File: config.mk
export PLATFORM = sky130hd
export DESIGN_NAME = clk_src_ctl
export DESIGN_NICKNAME = d
export VERILOG_FILES = /design/src/rtl/csc_pkg.sv /design/src/rtl/csc_xosc_ready.sv /design/src/rtl/csc_switch.sv /design/src/rtl/csc_decode.sv /design/src/rtl/clk_src_ctl.sv
export SDC_FILE = /design/constraint.sdc
export NUM_CORES = 1
export LEC_CHECK = 0
export ABC_AREA = 1
export BUFFER_PORTS_ARGS = -buffer_cell sky130_fd_sc_hd__buf_4
export CORE_MARGIN = 8
export CORE_UTILIZATION = 40
export DETAILED_ROUTE_END_ITERATION = 10
export PLACE_DENSITY = 0.77
export SYNTH_ARGS = -nofsm -noshare
export SYNTH_HDL_FRONTEND = slang
export SYNTH_SLANG_ARGS = --single-unit
File: constraint.sdc
create_clock -name clk -period 1.1 [get_ports clk]
set_input_delay 0.165 -clock clk [delete_from_list [all_inputs] [get_ports clk]]
set_output_delay 0.165 -clock clk [all_outputs]
set_load 0.01 [all_outputs]
File: src/rtl/csc_pkg.sv
package csc_pkg;

   typedef enum logic [1:0] {
      SRC_INT = 2'b00,
      SRC_EXT = 2'b01,
      SRC_PLL = 2'b10
   } src_e;

   // control word layout
   localparam int CTL_XEN   = 16;
   localparam int CTL_XRDY  = 17;
   localparam int CTL_MON   = 19;
   localparam int CTL_PEN   = 24;
   localparam int CTL_PLOCK = 25;

   // configuration word layout
   localparam int CFG_SW    = 0;
   localparam int CFG_SWS   = 2;
   localparam int CFG_AHB   = 4;
   localparam int CFG_APBL  = 8;
   localparam int CFG_APBH  = 11;
   localparam int CFG_PSRC  = 16;
   localparam int CFG_MUL   = 18;

   localparam int MIN_DATA_W = CFG_MUL + 4 > CTL_PLOCK + 1 ? CFG_MUL + 4 : CTL_PLOCK + 1;

endpackage

File: src/rtl/csc_xosc_ready.sv
module csc_xosc_ready #(
   parameter int HOLD_TICKS = 6
) (
   input  logic clk,
   input  logic rst_n,
   input  logic en,
   input  logic stable,
   input  logic tick,
   output logic rdy
);
   localparam int CNT_W = $clog2(HOLD_TICKS + 1);

   if (HOLD_TICKS < 1) begin : g_bad_hold
      $error("HOLD_TICKS must be at least 1");
   end

   logic [CNT_W-1:0] cnt;

   always_ff @(posedge clk or negedge rst_n) begin
      if (!rst_n) begin
         rdy <= 1'b0;
         cnt <= '0;
      end else if (en) begin
         rdy <= stable;
         cnt <= '0;
      end else if (rdy && tick) begin
         if (cnt == CNT_W'(HOLD_TICKS - 1)) begin
            rdy <= 1'b0;
            cnt <= '0;
         end else begin
            cnt <= cnt + 1'b1;
         end
      end
   end


   rdy_rise_needs_en_chk: assert property (@(posedge clk) disable iff (!rst_n)
      $rose(rdy) |-> $past(en));


   hold_cnt_bound_chk: assert property (@(posedge clk) disable iff (!rst_n)
      cnt < CNT_W'(HOLD_TICKS));

endmodule

File: src/rtl/csc_switch.sv
module csc_switch
   import csc_pkg::*;
(
   input  logic       clk,
   input  logic       rst_n,
   input  logic       req_we,
   input  logic [1:0] req_val,
   input  logic       force_int,
   input  logic       xrdy,
   input  logic       plock,
   output src_e       sw,
   output src_e       sws
);
   logic target_ok;

   always_comb begin
      unique case (sw)
         SRC_EXT: target_ok = xrdy;
         SRC_PLL: target_ok = plock;
         default: target_ok = 1'b1;
      endcase
   end

   always_ff @(posedge clk or negedge rst_n) begin
      if (!rst_n) begin
         sw  <= SRC_INT;
         sws <= SRC_INT;
      end else if (force_int) begin
         sw  <= SRC_INT;
         sws <= SRC_INT;
      end else begin
         if (req_we && req_val != 2'b11) sw <= src_e'(req_val);
         if (target_ok) sws <= sw;
      end
   end


   status_follows_req_chk: assert property (@(posedge clk) disable iff (!rst_n)
      (sws != $past(sws)) |-> (sws == SRC_INT || sws == $past(sw)));


   ext_status_needs_ready_chk: assert property (@(posedge clk) disable iff (!rst_n)
      (sws != $past(sws) && sws == SRC_EXT) |-> $past(xrdy));


   pll_status_needs_lock_chk: assert property (@(posedge clk) disable iff (!rst_n)
      (sws != $past(sws) && sws == SRC_PLL) |-> $past(plock));


   forced_internal_chk: assert property (@(posedge clk) disable iff (!rst_n)
      force_int |=> (sw == SRC_INT && sws == SRC_INT));

endmodule

File: src/rtl/csc_decode.sv
module csc_decode (
   input  logic [3:0]      ahb_code,
   input  logic [1:0][2:0] apb_code,
   input  logic [3:0]      mul_code,
   output logic [3:0]      ahb_shift,
   output logic [1:0][2:0] apb_shift,
   output logic [4:0]      mult
);
   always_comb begin
      if (!ahb_code[3])     ahb_shift = 4'd0;
      else if (ahb_code[2]) ahb_shift = {1'b0, ahb_code[2:0]} + 4'd2;
      else                  ahb_shift = {1'b0, ahb_code[2:0]} + 4'd1;
   end

   for (genvar i = 0; i < 2; i++) begin : g_apb
      assign apb_shift[i] = apb_code[i][2] ? ({1'b0, apb_code[i][1:0]} + 3'd1) : 3'd0;
   end

   assign mult = (mul_code == 4'hF) ? 5'd16 : ({1'b0, mul_code} + 5'd2);

   always_comb begin

      mult_range_chk: assert (mult >= 5'd2 && mult <= 5'd16);
   end

endmodule

File: src/rtl/clk_src_ctl.sv
module clk_src_ctl
   import csc_pkg::*;
#(
   parameter int DATA_W     = 32,
   parameter int HOLD_TICKS = 6
) (
   input  logic              clk,
   input  logic              rst_n,
   input  logic              reg_sel,
   input  logic              wr_en,
   input  logic [DATA_W-1:0] wdata,
   output logic [DATA_W-1:0] rdata,
   input  logic              xosc_stable,
   input  logic              xosc_tick,
   input  logic              pll_locked,
   input  logic              lp_entry,
   input  logic              lp_exit,
   input  logic              xosc_fail,
   output logic [1:0]        sysclk_src,
   output logic              xosc_on,
   output logic              pll_on,
   output logic              pll_from_xosc,
   output logic [4:0]        pll_mult,
   output logic [3:0]        ahb_shift,
   output logic [2:0]        apb_lo_shift,
   output logic [2:0]        apb_hi_shift
);
   if (DATA_W < MIN_DATA_W) begin : g_bad_width
      $error("DATA_W too small for the register layout");
   end

   logic       xen, mon_en, pen, psrc, xrdy, plock;
   logic [3:0] ahb_code, mul_code;
   logic [1:0][2:0] apb_code;
   logic [1:0][2:0] apb_sh;
   src_e       sw, sws;
   logic       ctl_we, cfg_we, xosc_used, pll_used, force_int;
   logic       unused_wdata;

   assign ctl_we = wr_en & ~reg_sel;
   assign cfg_we = wr_en & reg_sel;
   assign unused_wdata = ^wdata;

   assign pll_used  = (sw == SRC_PLL) || (sws == SRC_PLL);
   assign xosc_used = (sw == SRC_EXT) || (sws == SRC_EXT) || (psrc && pll_used);
   assign force_int = lp_exit ||
                      (xosc_fail && mon_en &&
                       (sws == SRC_EXT || (sws == SRC_PLL && psrc)));

   always_ff @(posedge clk or negedge rst_n) begin
      if (!rst_n) begin
         xen      <= 1'b0;
         mon_en   <= 1'b0;
         pen      <= 1'b0;
         psrc     <= 1'b0;
         ahb_code <= '0;
         apb_code <= '0;
         mul_code <= '0;
         plock    <= 1'b0;
      end else begin
         plock <= pen & pll_locked;
         if (lp_entry)    xen <= 1'b0;
         else if (ctl_we) xen <= wdata[CTL_XEN] | xosc_used;
         if (ctl_we) begin
            mon_en <= wdata[CTL_MON];
            pen    <= wdata[CTL_PEN] | pll_used;
         end
         if (cfg_we) begin
            if (!pen) psrc <= wdata[CFG_PSRC];
            ahb_code    <= wdata[CFG_AHB +: 4];
            apb_code[0] <= wdata[CFG_APBL +: 3];
            apb_code[1] <= wdata[CFG_APBH +: 3];
            mul_code    <= wdata[CFG_MUL +: 4];
         end
      end
   end

   csc_xosc_ready #(.HOLD_TICKS(HOLD_TICKS)) u_xrdy (
      .clk(clk), .rst_n(rst_n), .en(xen), .stable(xosc_stable),
      .tick(xosc_tick), .rdy(xrdy)
   );

   csc_switch u_switch (
      .clk(clk), .rst_n(rst_n), .req_we(cfg_we), .req_val(wdata[CFG_SW +: 2]),
      .force_int(force_int), .xrdy(xrdy), .plock(plock), .sw(sw), .sws(sws)
   );

   csc_decode u_decode (
      .ahb_code(ahb_code), .apb_code(apb_code), .mul_code(mul_code),
      .ahb_shift(ahb_shift), .apb_shift(apb_sh), .mult(pll_mult)
   );

   always_comb begin
      rdata = '0;
      if (!reg_sel) begin
         rdata[CTL_XEN]   = xen;
         rdata[CTL_XRDY]  = xrdy;
         rdata[CTL_MON]   = mon_en;
         rdata[CTL_PEN]   = pen;
         rdata[CTL_PLOCK] = plock;
      end else begin
         rdata[CFG_SW +: 2]   = sw;
         rdata[CFG_SWS +: 2]  = sws;
         rdata[CFG_AHB +: 4]  = ahb_code;
         rdata[CFG_APBL +: 3] = apb_code[0];
         rdata[CFG_APBH +: 3] = apb_code[1];
         rdata[CFG_PSRC]      = psrc;
         rdata[CFG_MUL +: 4]  = mul_code;
      end
   end

   assign sysclk_src    = sws;
   assign xosc_on       = xen;
   assign pll_on        = pen;
   assign pll_from_xosc = psrc;
   assign apb_lo_shift  = apb_sh[0];
   assign apb_hi_shift  = apb_sh[1];


   lock_drops_chk: assert property (@(posedge clk) disable iff (!rst_n)
      (!pen || !pll_locked) |=> !plock);


   lp_clears_xen_chk: assert property (@(posedge clk) disable iff (!rst_n)
      lp_entry |=> !xen);


   psrc_frozen_chk: assert property (@(posedge clk) disable iff (!rst_n)
      pen |=> $stable(psrc));


   pen_kept_chk: assert property (@(posedge clk) disable iff (!rst_n)
      (pen && pll_used) |=> pen);


   xen_kept_chk: assert property (@(posedge clk) disable iff (!rst_n)
      (xen && xosc_used && !lp_entry) |=> xen);

endmodule

==> results of run 1 <==
## flip-flops by register name, indices dropped and copies added (netlist names)
| name | flops |
|---|---|
| ahb_code | 4 |
| pll_on | 1 |
| plock | 1 |
| apb_code | 6 |
| u_switch.sw | 2 |
| mul_code | 4 |
| xosc_on | 1 |
| u_xrdy.cnt | 3 |
| pll_from_xosc | 1 |
| u_switch.sws | 2 |
| mon_en | 1 |
| u_xrdy.rdy | 1 |
## final timing paths
path	from	to	cells past startpoint
min in group asynchronous	rst_n	u_switch.sws[1]	2
worst max register to register	u_switch.sw[0]	u_switch.sws[1]	8
worst min register to register	u_xrdy.cnt[2]	u_xrdy.cnt[2]	2
max in group asynchronous	rst_n	ahb_code[2]	2
worst max-delay path	ahb_code[1]	ahb_shift[1]	4
worst min-delay path	xosc_stable	u_xrdy.rdy	3
## per-layer routing
| layer | global-route usage, % | vias up | part of all wire (%) |
|---|---|---|---|
| li1 | - | 848 | - |
| met4 | 3.09 | 0 | 0.20 |
| met1 | 17.0 | 785 | 41 |
| met2 | 25.9 | 42 | 53 |
| met5 | 0 | - | 0 |
| met3 | 2.01 | 2 | 5.2 |
## metrics by stage
stage          utilization [%]  power, uW  std cells  worst slack (ns)  cell area, um^2
6_report                  69.6       3420        372            -0.299             2780
5_1_grt                   69.6       3650        372            -0.370             2780
4_1_cts                   65.5       3280        369            -0.323             2620
3_5_place_dp              56.7       2450        347            -0.101             2270
3_3_place_gp              56.7       2420        347           -0.0627             2270
2_1_floorplan                -       1910        231           0.00179             1710
## final cells by class
type                    instances  area [um^2]
inverters                      51          196
well taps                      50         62.6
clock buffers                   3         41.3
fillers                       333         1220
flip-flops and latches         27          682
repair buffers                102          907
multi-input cells             138          888
clock inverters                 1         5.00
## Yosys cell counts
cell and number:
nor2_1 27, o21ai_2 2, nand4_1 3, buf_6 1
ha_1 6, inv_1 51, o21ai_0 7, nand2_4 1
xnor2_1 1, nand3_1 6, a21oi_1 12, nand2_1 51
mux2_4 4, buf_2 3, conb_1 1, mux2_2 4
buf_4 11, o21ai_1 2, dfrtp_1 27, o21bai_1 2
## critical path, stage by stage (launching register included)
cell,delay (ns)
dfrtp_1,0.39
ha_1,0.30
nor2_2,0.09
nor2_1,0.05
buf_4,0.13
## cell families after synthesis
kind of cell               Yosys count
adders and majority gates            6
AOI/OAI and AO/OA                   25
and+or+nand+nor                     88
buffers and inverters               66
xor gates and xnor gates             1
muxes                                8
DFF                                 27
other                                1
## power breakdown
| group | switching, uW | total [uW] | internal, uW |
|---|---|---|---|
| clock network | 309 | 563 | 253 |
| registers | 177 | 1340 | 1160 |
| logic | 689 | 1530 | 837 |
| total | 1180 | 3420 | 2250 |
## timing repair
item | CTS | global route
setup buffers | 17 | 5
hold endpoints to repair | 27 | 0
pin swaps | 15 | 19
hold buffers | 1 | 0
resized for setup | 57 | 53
endpoints found under the setup margin | 33 | 46
==> out/qor.yml, run 1 <==
sta:
  max_freq_ghz: 0.715
  post-route-min-period_ns: 1.40
  fin_skew_ns: 0.00454
  final.setup.tns_ns: -3.93
  finalSetupViolations: 34
  rsz0062_at_grt: "yes"
  hold_ws_ns: 0.0941
  worst_slack_ns: -0.299
  hold_viol_final: 0
  fin_crit_sh_pct: 127
  slew_viol_final: 0
flow_run:
  drv_cap: 0
synthesis:
  yosys.area.top_type: "dfrtp_1"
  ys_seq_area_share_pct: 40.7
  synthMuxAreaShare_pct: 6.33
  yosys.area_share.xor_xnor_pct: 0.528
  synth_top_family_by_area: "simple AND/OR/NAND/NOR gates"
  synth_top_cell_area_share_pct: 40.7
  synth-simple-area-share_pct: 21.3
  ys_ff_latch: 27
  yosys-top-cells-area: "dfrtp_1 (41%), inv_1 (12%), nand2_1 (12%), nor2_1 (6.1%), buf_4 (5.0%)"
  yosysWarningCount: 0
  syn_area_per_cell_um2: 7.47
  synth_cells: 222
  synth_compound_area_share_pct: 8.30
  syn_area_um2: 1660
  ys_types: 20
  synthAdderAreaFrac_pct: 4.52
floorplan:
  io_pins: 94
  die_y_um: 80.4
  fp.dieArea_um2: 6460
  die_x_um: 80.4
  initial_core_util_pct: 41.5
  core_region_area_um2: 4000
  num_rows: 23
routing:
  dr.first_iter.drc_count: 62
  final_antenna_net_count: 0
  dr.pass1.iters: 6
  wirelength_um: 4890
  via_per_inst: 4.51
  vias: 1677
  wl_per_cell_um: 13.1
  drc: 0
placed_design:
  detailed_place_hpwl_um: 3470
  port_buffers: 69
  gp_congestion: 0.790
worst_setup_path:
  rrSetupSlack_ns: -0.07
  crit_path_start_kind: "flip-flop"
  critPathCaptureType: "primary output"
  worstPathRequired_ns: 0.94
  arrival_ns: 1.23
  crit_path_max_fanout: 2
  critPathKind: "flip-flop to primary output"
status:
  status: "finished with violations"
  violations: "setup timing"
clocking:
  cts_max_path_buffers: 2
  clk_latency_ns: 0.27
  cts_tree: "built"
  htreeDepth: 1
  cts_buffers: 3
  root_buffer: "clkbuf_8"
  clock-sinks: 27
  clk_pin_slew_worst_paths_ns: 0.10
cells_and_area:
  drive_gt1_share_pct: 55.3
  fin_nets: 371
  diodes: 0
  final_common_cell: "buf_4"
  area_delta_synth_final_pct: 67.7
  mostFrequentLayoutCells: "buf_4 (64), buf_6 (37), nand2_1 (36)"
global_routing:
  grt_pass1_wl_um: 7510
  grt_use_total_pct: 14.2
  grt_max_degree: 28
  antenna_found_initial: 0
  gr-total-overflow: 0
  grt_pass1_vias: 1661
pwr:
  peakVddDrop_uv: 648
  power.leakage_uw: 0.00157
  p_per_area_nw_per_um2: 1230
min_path:
  holdCritPathClass: "input pin to flip-flop"
Note: power is estimated with default switching activity, not from simulation.
==> run 2: changes to the inputs <==
--- a/config.mk
+++ b/config.mk
@@ -5,12 +5,11 @@
 export SDC_FILE = /design/constraint.sdc
 export NUM_CORES = 1
 export LEC_CHECK = 0
-export ABC_AREA = 1
 export BUFFER_PORTS_ARGS = -buffer_cell sky130_fd_sc_hd__buf_4
 export CORE_MARGIN = 8
-export CORE_UTILIZATION = 40
+export CORE_UTILIZATION = 39
 export DETAILED_ROUTE_END_ITERATION = 10
-export PLACE_DENSITY = 0.77
+export PLACE_DENSITY = 0.76
 export SYNTH_ARGS = -nofsm -noshare
 export SYNTH_HDL_FRONTEND = slang
 export SYNTH_SLANG_ARGS = --single-unit
==> run 2 against run 1 <==
Against the previous run:
- area after synthesis decreased by 3.2%
- sequential share of layout area decreased by 1.3 points
- die area decreased by 0.61%
- first-iteration DRC count increased by 13%
- total power increased by 3.5%
- clock power increased by 3%
- global-route usage increased by 0.67 points
- cell area increased by 5.4%
- core utilization increased by 4.3 points
- the flow still finishes with violations (setup timing)
- clock skew decreased by 0.0035 ns
==> out/qor.yml, run 2 <==
worst_setup_path:
  crit_path_start_kind: "flip-flop"
  critPathCaptureType: "primary output"
  rrSetupSlack_ns: -0.33  # -0.26 ns
  critPathKind: "flip-flop to primary output"
  arrival_ns: 1.30  # +0.07 ns
  r2r_start: "u_switch.sw[1]"
  crit_path_max_fanout: 3  # +1
  worstPathRequired_ns: 0.94  # about the same
  timing.critical_path.from: "mul_code[2]"
synthesis:
  yosys.area.top_type: "dfrtp_1"
  synth_top_cell_area_share_pct: 42.1  # +1.4 points
  ys_types: 37  # +85%
  ys_seq_area_share_pct: 42.1  # +1.4 points
  ys_ff_latch: 27  # unchanged
  synth_cells: 150  # -32%
  synth_most_common_cell: "dfrtp_1"
  synthTopCellsByCount: "dfrtp_1 (27), and2_1 (22), mux2_2 (12)"
  synth_edf_count: 0  # unchanged
  syn_area_per_cell_um2: 10.7  # +43%
  yosysWarningCount: 0  # unchanged
  synth_ff_type: "dfrtp_1"
  syn_area_um2: 1610  # -3.2%
  yosys-top-cells-area: "dfrtp_1 (42%), and2_1 (8.6%), mux2_2 (8.4%), buf_4 (5.1%), ha_1 (4.7%)"
  synthArstFlopShare_pct: 100  # unchanged
pwr:
  p_per_area_nw_per_um2: 1210  # -1.8%
  peakVddDrop_uv: 667  # +2.9%
  power.leakage_uw: 0.00141  # -10%
status:
  violations: "setup timing"
  status: "finished with violations"
floorplan:
  io_pins: 94  # unchanged
  fp.dieArea_um2: 6420  # -0.61%
  initial_core_util_pct: 40.4  # -1.1 points
  core_region_area_um2: 3970  # -0.72%
  num_rows: 23  # unchanged
  die_y_um: 80.2  # -0.30%
  die_x_um: 80.2  # -0.30%
cells_and_area:
  utilization_pct: 73.9  # +4.3 points
  top_register: "apb_code"
  fin_nets: 310  # -16%
  final_cell_area_um2: 2930  # +5.4%
  area_delta_synth_final_pct: 82.7
  mostFrequentLayoutCells: "buf_4 (55), buf_6 (55), dfrtp_1 (22)"
  drive_gt1_share_pct: 69.3  # +14 points
  fillCellCount: 285  # -14%
  largest_reg_flops: 6  # unchanged
  diodes: 0  # unchanged
  final_cells: 311  # -16%
  reg.largest.list: "apb_code: 6 flops, ahb_code: 4 flops, mul_code: 4 flops"
sta:
  hold_viol_final: 0  # unchanged
  finalSetupViolations: 47  # +38%
  max_freq_ghz: 0.683  # -4.5%
  worst_slack_ns: -0.364  # -0.0655 ns
  post-route-min-period_ns: 1.46  # +0.0655 ns
  fin_crit_sh_pct: 133  # +6.0 points
  rsz0062_at_grt: "yes"
  slew_viol_final: 0  # unchanged
  fin_skew_ns: 0.00102  # -0.00353 ns
global_routing:
  grt_pass1_vias: 1622  # -2.3%
  grt_pass1_wl_um: 7690  # +2.5%
  gr-total-overflow: 0  # unchanged
  grt_use_total_pct: 14.9  # +0.67 points
  antenna_found_initial: 0  # unchanged
  grt_max_degree: 28  # unchanged
placed_design:
  placed_cells: 284  # -18%
  gp_congestion: 0.782  # -1.1%
  port_buffers: 69  # unchanged
  post_dp_cell_area_um2: 2320  # +2.2%
  detailed_place_hpwl_um: 3350  # -3.4%
flow_run:
  drv_cap: 0  # unchanged
routing:
  final_antenna_net_count: 0  # unchanged
  via_per_inst: 4.62  # +2.6%
  dr.first_iter.drc_count: 70  # +13%
  vias: 1438  # -14%
  wirelength_um: 4940  # +1.1%
  wl_per_cell_um: 15.9  # +21%
  drc: 0  # unchanged
  dr.pass1.iters: 4  # -2
clocking:
  cts_buffers: 3  # unchanged
  cts_tree: "built"
  cts_max_path_buffers: 2  # unchanged
  clk_pin_slew_worst_paths_ns: 0.10  # about the same
  root_buffer: "clkbuf_8"
  htreeDepth: 1  # unchanged
  clk_latency_ns: 0.27  # about the same
  clock-sinks: 27  # unchanged
min_path:
  hold_start: "lp_entry"
  holdCritPathClass: "input pin to flip-flop"
-- run 2: area by class of cell --
cell class	instances	area [um^2]	area share [%]
Tap cell	50	62.6	2.13
Inverter	3	11.3	0.384
Sequential cell	27	682	23.3
Clock inverter	1	7.51	0.256
Multi-Input combinational cell	115	1070	36.3
Clock buffer	3	41.3	1.41
Timing Repair Buffer	112	1060	36.2
-- run 2: kinds of logic after synthesis --
| logic type | Yosys count | synth area share [%] |
|---|---|---|
| compound gates | 14 | 7.87 |
| xor+xnor | 3 | 1.64 |
| fa+ha+maj | 6 | 4.68 |
| buf+inv | 17 | 7.01 |
| flops | 27 | 42.1 |
| mux | 19 | 13.2 |
| other cells | 1 | 0.234 |
| simple gates | 63 | 23.3 |
-- run 2: metrics by stage --
step | power, uW | worst slack, ns | hold slack [ns] | TNS [ns]
finish | 3540 | -0.364 | 0.0279 | -7.73
global route | 3760 | -0.441 | 0.0153 | -9.90
CTS | 3350 | -0.344 | 0.0189 | -7.30
detailed placement | 2480 | -0.268 | 0.101 | -0.802
global placement | 2440 | -0.177 | 0.101 | -0.495
floorplan | 1860 | -0.182 | -0.131 | -0.421
-- run 2: per-layer routing --
metal  up-vias  share of wire, %  global-route usage [%]
li1        709                 -                       -
met1       687                39                    16.1
met2        40                55                    27.7
met3         2               6.1                    3.57
met4         0              0.38                    4.18
met5         -                 0                       0
-- run 2: what timing repair did --
action / 4_1_cts / 5_1_grt
setup buffers: 16 / 10
endpoints found under the setup margin: 48 / 50
hold endpoints to repair: 27 / 0
gates resized for setup: 71 / 43
hold buffers: 1 / 0
pin swaps: 19 / 6
-- run 2: final timing paths --
kind	depth (start not counted)	end
hold / removal	2	xosc_on
setup / recovery	4	pll_mult[3]
setup reg to reg	5	u_switch.sws[0]
max in group asynchronous	2	apb_code[2]
hold reg to reg	2	u_xrdy.cnt[1]
min in group asynchronous	2	u_switch.sw[0]
-- run 2: power by group --
group          internal, uW  total, uW  switching (uW)
combinational          1030       1630             597
clock                   257        580             323
sequential             1150       1330             179
-- run 2: worst max-delay path, stage by stage, from the launching register on --
cell,delay (ns)
dfrtp_1,0.44
ha_4,0.18
xnor2_1,0.12
a21oi_1,0.13
buf_4,0.14
